===== config.mk =====
export PLATFORM = sky130hd
export DESIGN_NAME = sermem_protect
export DESIGN_NICKNAME = d
export VERILOG_FILES = /design/src/rtl/sermem_pkg.sv /design/src/rtl/sermem_rst_sync.sv /design/src/rtl/sermem_lock_range.sv /design/src/rtl/sermem_nv_timer.sv /design/src/rtl/sermem_protect.sv
export SDC_FILE = /design/constraint.sdc
export NUM_CORES = 1
export LEC_CHECK = 0
export BUFFER_PORTS_ARGS = -buffer_cell sky130_fd_sc_hd__buf_2
export CORE_ASPECT_RATIO = 0.5
export CORE_MARGIN = 5
export CORE_UTILIZATION = 27
export DETAILED_ROUTE_END_ITERATION = 8
export PLACE_DENSITY = 0.55
export SYNTH_ARGS = -nofsm -noshare
export SYNTH_HDL_FRONTEND = slang
export SYNTH_HIERARCHICAL = 1
export SYNTH_SLANG_ARGS = --single-unit

===== constraint.sdc =====
create_clock -name clk -period 1.69 [get_ports clk]
set_input_delay 0.2535 -clock clk [delete_from_list [all_inputs] [get_ports clk]]
set_output_delay 0.2535 -clock clk [all_outputs]
set_load 0.05 [all_outputs]

===== src/rtl/sermem_pkg.sv =====
`timescale 1ns/1ps
package sermem_pkg;
  typedef enum logic [2:0] {
    OP_NOP      = 3'd0,
    OP_WEL_SET  = 3'd1,
    OP_WEL_CLR  = 3'd2,
    OP_STAT_WR  = 3'd3,
    OP_FLAG_SET = 3'd4,
    OP_FLAG_CLR = 3'd5,
    OP_ARR_WR   = 3'd6,
    OP_RSVD     = 3'd7
  } op_e;

  localparam int ST_BUSY  = 0;
  localparam int ST_WEL   = 1;
  localparam int ST_BL_LO = 2;
  localparam int ST_BL_HI = 3;
  localparam int ST_FLAG  = 4;
  localparam int ST_LOCK  = 7;
endpackage


===== src/rtl/sermem_rst_sync.sv =====
`timescale 1ns/1ps
module sermem_rst_sync #(
  parameter int STAGES = 2
) (
  input  logic clk,
  input  logic arst_n,
  output logic rst_q_n
);
  logic [STAGES-1:0] sync_q;

  always_ff @(posedge clk or negedge arst_n) begin
    if (!arst_n) sync_q <= '0;
    else         sync_q <= {sync_q[STAGES-2:0], 1'b1};
  end

  assign rst_q_n = sync_q[STAGES-1];
endmodule


===== src/rtl/sermem_lock_range.sv =====
`timescale 1ns/1ps
module sermem_lock_range #(
  parameter int ADDR_W = 11
) (
  input  logic [1:0]        bl,
  input  logic [ADDR_W-1:0] addr,
  output logic              locked
);
  localparam logic [ADDR_W-1:0] BASE_QTR  = {2'b11, {(ADDR_W-2){1'b0}}};
  localparam logic [ADDR_W-1:0] BASE_HALF = {2'b10, {(ADDR_W-2){1'b0}}};

  logic [ADDR_W-1:0] base;

  always_comb begin
    case (bl)
      2'b01:   base = BASE_QTR;
      2'b10:   base = BASE_HALF;
      default: base = '0;
    endcase
    locked = (bl != 2'b00) && (addr >= base);
  end
endmodule


===== src/rtl/sermem_nv_timer.sv =====
`timescale 1ns/1ps
module sermem_nv_timer #(
  parameter int CYCLES = 16
) (
  input  logic clk,
  input  logic rst_n,
  input  logic start,
  output logic busy,
  output logic done
);
  localparam int CNT_W = $clog2(CYCLES + 1);
  localparam logic [CNT_W-1:0] LOAD = CNT_W'(CYCLES);
  localparam logic [CNT_W-1:0] ONE  = CNT_W'(1);

  logic [CNT_W-1:0] cnt_q, cnt_d;

  always_comb begin
    if (start)             cnt_d = LOAD;
    else if (cnt_q != '0)  cnt_d = cnt_q - ONE;
    else                   cnt_d = cnt_q;
  end

  always_ff @(posedge clk or negedge rst_n) begin
    if (!rst_n) cnt_q <= '0;
    else        cnt_q <= cnt_d;
  end

  assign busy = (cnt_q != '0);
  assign done = (cnt_q == ONE);
endmodule


===== src/rtl/sermem_protect.sv =====
`timescale 1ns/1ps
module sermem_protect
  import sermem_pkg::*;
#(
  parameter int ADDR_W      = 11,
  parameter int BUSY_CYCLES = 16
) (
  input  logic              clk,
  input  logic              rst_n,
  input  logic              soft_rst,
  input  logic              cmd_valid,
  input  logic [2:0]        cmd_op,
  input  logic [ADDR_W-1:0] cmd_addr,
  input  logic [1:0]        cmd_bl,
  input  logic              cmd_lock,
  input  logic              wp_n,
  output logic              grant,
  output logic              deny,
  output logic              busy,
  output logic [7:0]        status
);
  logic rst_q_n;
  op_e  op;
  logic accept, wr_arr, wr_st, addr_locked, pin_lock;
  logic arr_ok, st_ok, grant_d, deny_d, done;
  logic wel_q, wel_d, flag_q, flag_d, lock_q, lock_d;
  logic [1:0] bl_q, bl_d;
  logic pend_st_q, pend_lock_q;
  logic [1:0] pend_bl_q;
  logic grant_q, deny_q;

  sermem_rst_sync #(.STAGES(2)) u_rst (
    .clk(clk), .arst_n(rst_n), .rst_q_n(rst_q_n)
  );

  sermem_lock_range #(.ADDR_W(ADDR_W)) u_range (
    .bl(bl_q), .addr(cmd_addr), .locked(addr_locked)
  );

  sermem_nv_timer #(.CYCLES(BUSY_CYCLES)) u_timer (
    .clk(clk), .rst_n(rst_q_n), .start(grant_d), .busy(busy), .done(done)
  );

  // request decode and grant decision
  always_comb begin
    op       = op_e'(cmd_op);
    accept   = cmd_valid && !soft_rst;
    wr_arr   = accept && (op == OP_ARR_WR);
    wr_st    = accept && (op == OP_STAT_WR);
    pin_lock = lock_q && !wp_n;
    arr_ok   = !busy && wel_q && !addr_locked;
    st_ok    = !busy && wel_q && !pin_lock;
    grant_d  = (wr_arr && arr_ok) || (wr_st && st_ok);
    deny_d   = (wr_arr || wr_st) && !grant_d;
  end

  // next state of the protection bits
  always_comb begin
    wel_d = wel_q;
    if (soft_rst)                          wel_d = 1'b0;
    else if (done)                         wel_d = 1'b0;
    else if (cmd_valid && !busy) begin
      if (op == OP_WEL_SET)                wel_d = 1'b1;
      else if (op == OP_WEL_CLR)           wel_d = 1'b0;
    end

    flag_d = flag_q;
    if (soft_rst)                          flag_d = 1'b0;
    else if (cmd_valid && op == OP_FLAG_SET) flag_d = 1'b1;
    else if (cmd_valid && op == OP_FLAG_CLR) flag_d = 1'b0;

    bl_d   = bl_q;
    lock_d = lock_q;
    if (done && pend_st_q) begin
      bl_d   = pend_bl_q;
      lock_d = pend_lock_q;
    end
  end

  always_ff @(posedge clk or negedge rst_q_n) begin
    if (!rst_q_n) begin
      wel_q   <= 1'b0;
      flag_q  <= 1'b0;
      bl_q    <= 2'b00;
      lock_q  <= 1'b0;
      grant_q <= 1'b0;
      deny_q  <= 1'b0;
    end else begin
      wel_q   <= wel_d;
      flag_q  <= flag_d;
      bl_q    <= bl_d;
      lock_q  <= lock_d;
      grant_q <= grant_d;
      deny_q  <= deny_d;
    end
  end

  // pending write captured at grant, enabled by the grant only
  always_ff @(posedge clk or negedge rst_q_n) begin
    if (!rst_q_n) begin
      pend_st_q   <= 1'b0;
      pend_bl_q   <= 2'b00;
      pend_lock_q <= 1'b0;
    end else if (grant_d) begin
      pend_st_q   <= wr_st;
      pend_bl_q   <= cmd_bl;
      pend_lock_q <= cmd_lock;
    end
  end

  always_comb begin
    status           = 8'h00;
    status[ST_BUSY]  = busy;
    status[ST_WEL]   = wel_q;
    status[ST_BL_LO] = bl_q[0];
    status[ST_BL_HI] = bl_q[1];
    status[ST_FLAG]  = flag_q;
    status[ST_LOCK]  = lock_q;
  end

  assign grant = grant_q;
  assign deny  = deny_q;
endmodule


Word level (Yosys, flattened, before mapping)
Index checks and enable logic that the tools add are counted.
{"block": "op_classes", "n_addsub": 1, "order_cmp": 1, "n_eq_ne": 9, "muxes": 11, "reduce_logical": 30}
{"operator": "$pmux W11 S2", "count": 1}
{"operator": "$logic_and A1 B1 Y1", "count": 15}
{"operator": "$ge A11 B11 Y1", "count": 1}
{"operator": "$mux W5", "count": 2}
{"operator": "$eq A3 B3 Y1 const B", "count": 3}
{"operator": "$mux W1", "count": 8}
{"operator": "$eq A3 B2 Y1 const B", "count": 2}
{"operator": "$logic_not A1 Y1", "count": 6}
{"operator": "$reduce_bool A3 Y1", "count": 2}
{"operator": "$eq A5 B1 Y1 const B", "count": 1}
{"operator": "$reduce_bool A5 Y1", "count": 1}
{"operator": "$sub A5 B1 Y5 const B", "count": 1}
{"operator": "$reduce_bool A2 Y1", "count": 2}
{"operator": "$reduce_bool A4 Y1", "count": 1}
{"operator": "$eq A3 B1 Y1 const B", "count": 1}
{"operator": "$eq A2 B1 Y1 const B", "count": 1}
{"operator": "$eq A2 B2 Y1 const B", "count": 1}
{"operator": "$logic_or A1 B1 Y1", "count": 2}
{"operator": "$reduce_and A2 Y1", "count": 1}
{"block": "word_totals", "register_bits": 18, "inputBits": 22}

Logic depth before layout (Yosys ltp)
{"block": "depth", "word_depth": 10, "ltp_mapped": 10}

Cells and area by module
The synthesis kept the hierarchy.
{"mod": "sermem_protect", "instances": 1, "cells_per_inst": 46, "area_per_inst_um2": 574.3, "seq_area_each_um2": 275.3}
{"mod": "sermem_nv_timer", "instances": 1, "cells_per_inst": 27, "area_per_inst_um2": 280.3, "seq_area_each_um2": 125.1}
{"mod": "sermem_lock_range", "instances": 1, "cells_per_inst": 15, "area_per_inst_um2": 118.9, "seq_area_each_um2": 0.0}
{"mod": "sermem_rst_sync", "instances": 1, "cells_per_inst": 3, "area_per_inst_um2": 53.8, "seq_area_each_um2": 50.0}

Worst setup path before layout
Ideal clock, no wire load.
{"block": "synth_timing", "path_type": "flip-flop to flip-flop", "from": "reg bl_q[1]", "to": "reg pend_bl_q[0]", "arrival_time_ns": 2.428, "required_ns": 1.565, "path_slack_ns": -0.863, "stages_incl_launch_ff": 11, "synth_period_minus_slack_ns": 2.553, "cell_sequence": "dfrtp_1 inv_1 ha_1 inv_1 ha_1 nor3b_1 nand3_1 a21oi_1 nor4b_4 o21a_4 mux2_4"}
{"block": "synth_between", "elab_chain_len": 8}
{"element": "from (decl)", "line_no": "sermem_protect.sv:27", "source": "logic [1:0] bl_q, bl_d;"}
{"element": "from (signal assigned)", "line_no": "sermem_protect.sv:91", "source": "bl_q <= bl_d;"}
{"element": "$eq A2 B2 Y1 or $eq A2 B1 Y1 (tied branches)", "line_no": "sermem_lock_range.sv:15", "source": "case (bl)"}
{"element": "$pmux W11 S2", "line_no": "sermem_lock_range.sv:15"}
{"element": "$ge A11 B11 Y1", "line_no": "sermem_lock_range.sv:20", "source": "locked = (bl != 2'b00) && (addr >= base);"}
{"element": "$logic_and A1 B1 Y1 (*)", "line_no": "sermem_lock_range.sv:20"}
{"element": "named net addr_locked", "line_no": "sermem_protect.sv:24", "source": "logic accept, wr_arr, wr_st, addr_locked, pin_lock;"}
{"element": "$logic_not A1 Y1 (*)", "line_no": "sermem_protect.sv:51", "source": "arr_ok = !busy && wel_q && !addr_locked;"}
{"element": "$logic_and A1 B1 Y1 (*)", "line_no": "sermem_protect.sv:51"}
{"element": "$logic_and A1 B1 Y1 (*)", "line_no": "sermem_protect.sv:53", "source": "grant_d = (wr_arr && arr_ok) || (wr_st && st_ok);"}
{"element": "$logic_or A1 B1 Y1 (*)", "line_no": "sermem_protect.sv:53"}
{"element": "named net grant_d", "line_no": "sermem_protect.sv:25", "source": "logic arr_ok, st_ok, grant_d, deny_d, done;"}
{"element": "to (signal assigned)", "line_no": "sermem_protect.sv:106", "source": "pend_bl_q <= cmd_bl;"}
{"element": "to (decl)", "line_no": "sermem_protect.sv:29", "source": "logic [1:0] pend_bl_q;"}
Mark *: on every way through the listed nets, which the timed path passes. The rest lies on a longest branch.
A chain may end at the register's enable or synchronous reset.

Final worst setup path
{"block": "layout_timing", "from": "reg bl_q[1]", "to": "reg pend_lock_q"}
{"block": "layout_between", "elab_chain_len": 8}
{"element": "$eq A2 B2 Y1 or $eq A2 B1 Y1 (tied branches)", "line_no": "sermem_lock_range.sv:15"}
{"element": "$pmux W11 S2", "line_no": "sermem_lock_range.sv:15"}
{"element": "$ge A11 B11 Y1", "line_no": "sermem_lock_range.sv:20"}
{"element": "$logic_and A1 B1 Y1 (*)", "line_no": "sermem_lock_range.sv:20"}
{"element": "named net addr_locked", "line_no": "sermem_protect.sv:24"}
{"element": "$logic_not A1 Y1 (*)", "line_no": "sermem_protect.sv:51"}
{"element": "$logic_and A1 B1 Y1 (*)", "line_no": "sermem_protect.sv:51"}
{"element": "$logic_and A1 B1 Y1 (*)", "line_no": "sermem_protect.sv:53"}
{"element": "$logic_or A1 B1 Y1 (*)", "line_no": "sermem_protect.sv:53"}
{"element": "named net grant_d", "line_no": "sermem_protect.sv:25"}
{"element": "to (signal assigned)", "line_no": "sermem_protect.sv:107", "source": "pend_lock_q <= cmd_lock;"}
{"element": "to (decl)", "line_no": "sermem_protect.sv:28", "source": "logic pend_st_q, pend_lock_q;"}
Marks and branches as above.

==> summary.md <==
| Metric | Value |
|---|---|
| Status | `complete, but fails checks` |
| Failing checks | `negative setup slack` |
| Placement row count | `15` |
| Ant. Diodes | `0` |
| Final wirelength | `2.14 mm` |
| Tcrit/Tclk final | `129%` |
| Vias in the first global route | `759` |
| Clk buf depth | `2` |
| CP required | `1.83 ns` |
| Cell area after layout | `1510 um2` |
| Initial DRC count | `36` |
| Slew HR | `56.3%` |
| Place WS | `-0.521 ns` |
| Startpoint Class | `register` |
| Max_cap viols | `0` |
| Worst-skew pair later-pin latency | `0.25 ns` |
| Cells after Synth | `91` |
| Ys flop type | `dfrtp_1` |
| IR drop worst, VDD | `254 uV` |
| Post-synth cell types | `36` |
| Drt pass-1 iters | `2` |
| # fillers | `340` |
| Setup ws final | `-0.496 ns` |
| Antenna-violating nets left | `0` |
| GRT Total Usage | `8.88%` |
| Reg2reg setup slack | `-0.50 ns` |
| H-tree depth reported by CTS | `1` |
| Root Buffer | `clkbuf_8` |
| CP max stage cell | `dfrtp_2` |
| Ports | `33` |
| Final GP Congestion | `0.723` |
| Die Y | `53.6 um` |
| Warnings from Yosys | `6` |
| Post-synth top area cell | `dfrtp_1` |
| Layout Nets | `163` |
| Die width | `97.2 um` |
| Global route overflow | `0` |
| Min Tclk post-route | `2.19 ns` |
| Crit Path Category | `register to register` |
| Avg WL per Cell | `11.5 um` |
| Placement Cell Area | `1320 um2` |
| Clock skew | `0.00553 ns` |
| Async SR Flop Fraction | `100%` |
| Critical path fanouts, max | `4` |
| F_max | `0.458 GHz` |
| Seq/Total Area, Yosys | `43.8%` |
| Hold slack | `0.191 ns` |
| Syn_area_per_cell | `11.3 um2` |
| Top cells by area, synth | `dfrtp_1, ha_1, buf_4, mux2_4, a21oi_1` |
| Vias | `772` |
| Path type of the worst min-delay path | `input pin to register` |
| Most Frequent Cell on Critical Path | `ha_4` |
| Hold Path Origin | `soft_rst` |
| IO Port Bufs | `30` |
| DRC Markers | `0` |
| R2r endpoint | `pend_lock_q` |
| Total power | `1.57 mW` |
| Synthesized flop and latch total | `18` |
| Worst reg2reg startpoint | `bl_q[1]` |
| Via-per-instance ratio | `4.17` |
| Initial antenna violation count | `0` |
| Max-slew violations | `0` |
| Worst Hold End | `flag_q` |
| Worst setup EP type | `register` |
| Largest stage delay on the critical path | `0.42 ns` |
| Clk sinks | `18` |
| Layout cells sized above 1 | `63.4%` |
| CP Cell Sequence | `inv_4, ha_4, inv_2, ha_4, buf_6, a21oi_4, a21oi_2, nor4b_4, o21a_4, mux2_4` |
| PD cells | `1050 nW/um2` |
| Final hold violation count | `0` |
| Number of synthesized flops with an enable pin | `0` |
| Measured slew at the worst slew-check pin | `0.655 ns` |
| R2r worst-path depth | `10` |
| First-pass GRT wire length | `3.55 mm` |
| Synth top area share | `43.8%` |
| Pin count of the biggest net entering global routing | `17` |
| Hpwl dp | `1.69 mm` |
| Syn-to-layout area delta | `46.5%` |
| RSZ-0062 raised after global routing | `yes` |
| Setup TNS | `-4.93 ns` |
| Initial core utilization | `29.0%` |
| Die area | `5210 um2` |
| Cell Area, Synth | `1030 um2` |
| Final Setup Violations | `14` |
| Post-synth top cells | `dfrtp_1, inv_1, a21oi_1` |
| Lkg Pwr | `0.715 nW` |
| Crit path DAT | `2.32 ns` |
| CTS tree | `built` |
| Core Region | `3550 um2` |
| Count leader, synth | `dfrtp_1` |
| Worst hold stages | `2` |
| Number of CTS-inserted buffers | `3` |
| Clk pin slew, worst setup/hold paths | `0.07 ns` |
-- state kept, by name, indices dropped and copies added (netlist names) --
signal         count
lock_q             1
wel_q              1
pend_st_q          1
grant              1
deny               1
flag_q             1
u_rst/sync_q       2
pend_bl_q          2
u_timer/cnt_q      5
pend_lock_q        1
bl_q               2
-- final cells by class --
class,instances,area [um2],share of cell area [%]
multi-input cells,59,604,40.1
flip-flops and latches,18,453,30.1
repair buffers,45,297,19.7
well taps,51,63.8,4.24
clock buffers,4,55.1,3.66
inverters,8,32.5,2.16
-- power by group --
part	internal, mW	switching (mW)	total (mW)
combinational	0.373	0.323	0.697
sequential	0.490	0.0400	0.530
clock	0.207	0.140	0.347
total	1.07	0.503	1.57
-- critical path: cells and delay by family (launching register included) --
family | cells | cell delay, ns
adder cells (fa/ha/maj) | 2 | 0.39
multiplexers | 1 | 0.30
buffers and inverters | 3 | 0.24
AND/OR/NAND/NOR | 1 | 0.30
flip-flops | 1 | 0.42
AO/OA/AOI/OAI | 3 | 0.41
-- cells in the final DEF, fill, tap and decap left out, types with 2 or more instances in the layout --
cell type / count
a21oi_2: 4
buf_8: 2
a211oi_2: 2
nor2_1: 3
dfrtp_1: 16
buf_2: 28
buf_6: 3
conb_1: 3
a21oi_1: 2
nand2b_4: 2
mux2_2: 3
inv_1: 3
buf_4: 11
nand2_1: 6
inv_2: 4
mux2_4: 3
ha_1: 3
clkbuf_8: 4
ha_4: 3
dfrtp_2: 2
or3_1: 2
-- timing repair --
item                                    4_1_cts  5_1_grt
endpoints found under the hold margin         2        0
buffers inserted                              2        2
endpoints found under the setup margin       14       14
gates resized for setup                      13       12
hold buffers                                  1        0
pin swaps                                    10        7
-- worst max-delay path by stage --
stage	from	to	slack, ns	depth (start not counted)
after global routing	bl_q[0]	pend_bl_q[0]	-0.58	10
after CTS	bl_q[0]	pend_lock_q	-0.52	10
final	bl_q[1]	pend_lock_q	-0.50	10
after floorplan	bl_q[1]	pend_bl_q[0]	-0.65	10
after detailed placement	bl_q[1]	pend_lock_q	-0.52	10
after global placement	bl_q[1]	pend_lock_q	-0.46	10
-- cell families after synthesis --
group	count (synthesis)	synth area share, %
and+or+nand+nor	28	20.9
DFF	18	43.8
buffers and inverters	15	8.40
AOI/OAI and AO/OA	14	9.38
adders and majority gates	6	7.31
muxes	6	7.67
other	2	0.731
xor gates and xnor gates	2	1.71
-- routing by layer --
layer,GRT usage (%),wire (um)
met3,2.98,75
met1,10.2,937
met4,3.45,21
met2,16.0,1100
met5,0,0
-- metrics by stage --
| step | utilization (%) | cells |
|---|---|---|
| detailed placement | 37.3 | 177 |
| global route | 42.4 | 185 |
| finish | 42.4 | 185 |
| global placement | 37.3 | 177 |
| CTS | 40.8 | 184 |
| floorplan | - | 92 |
No activity file was read; power rests on OpenSTA's default activity.
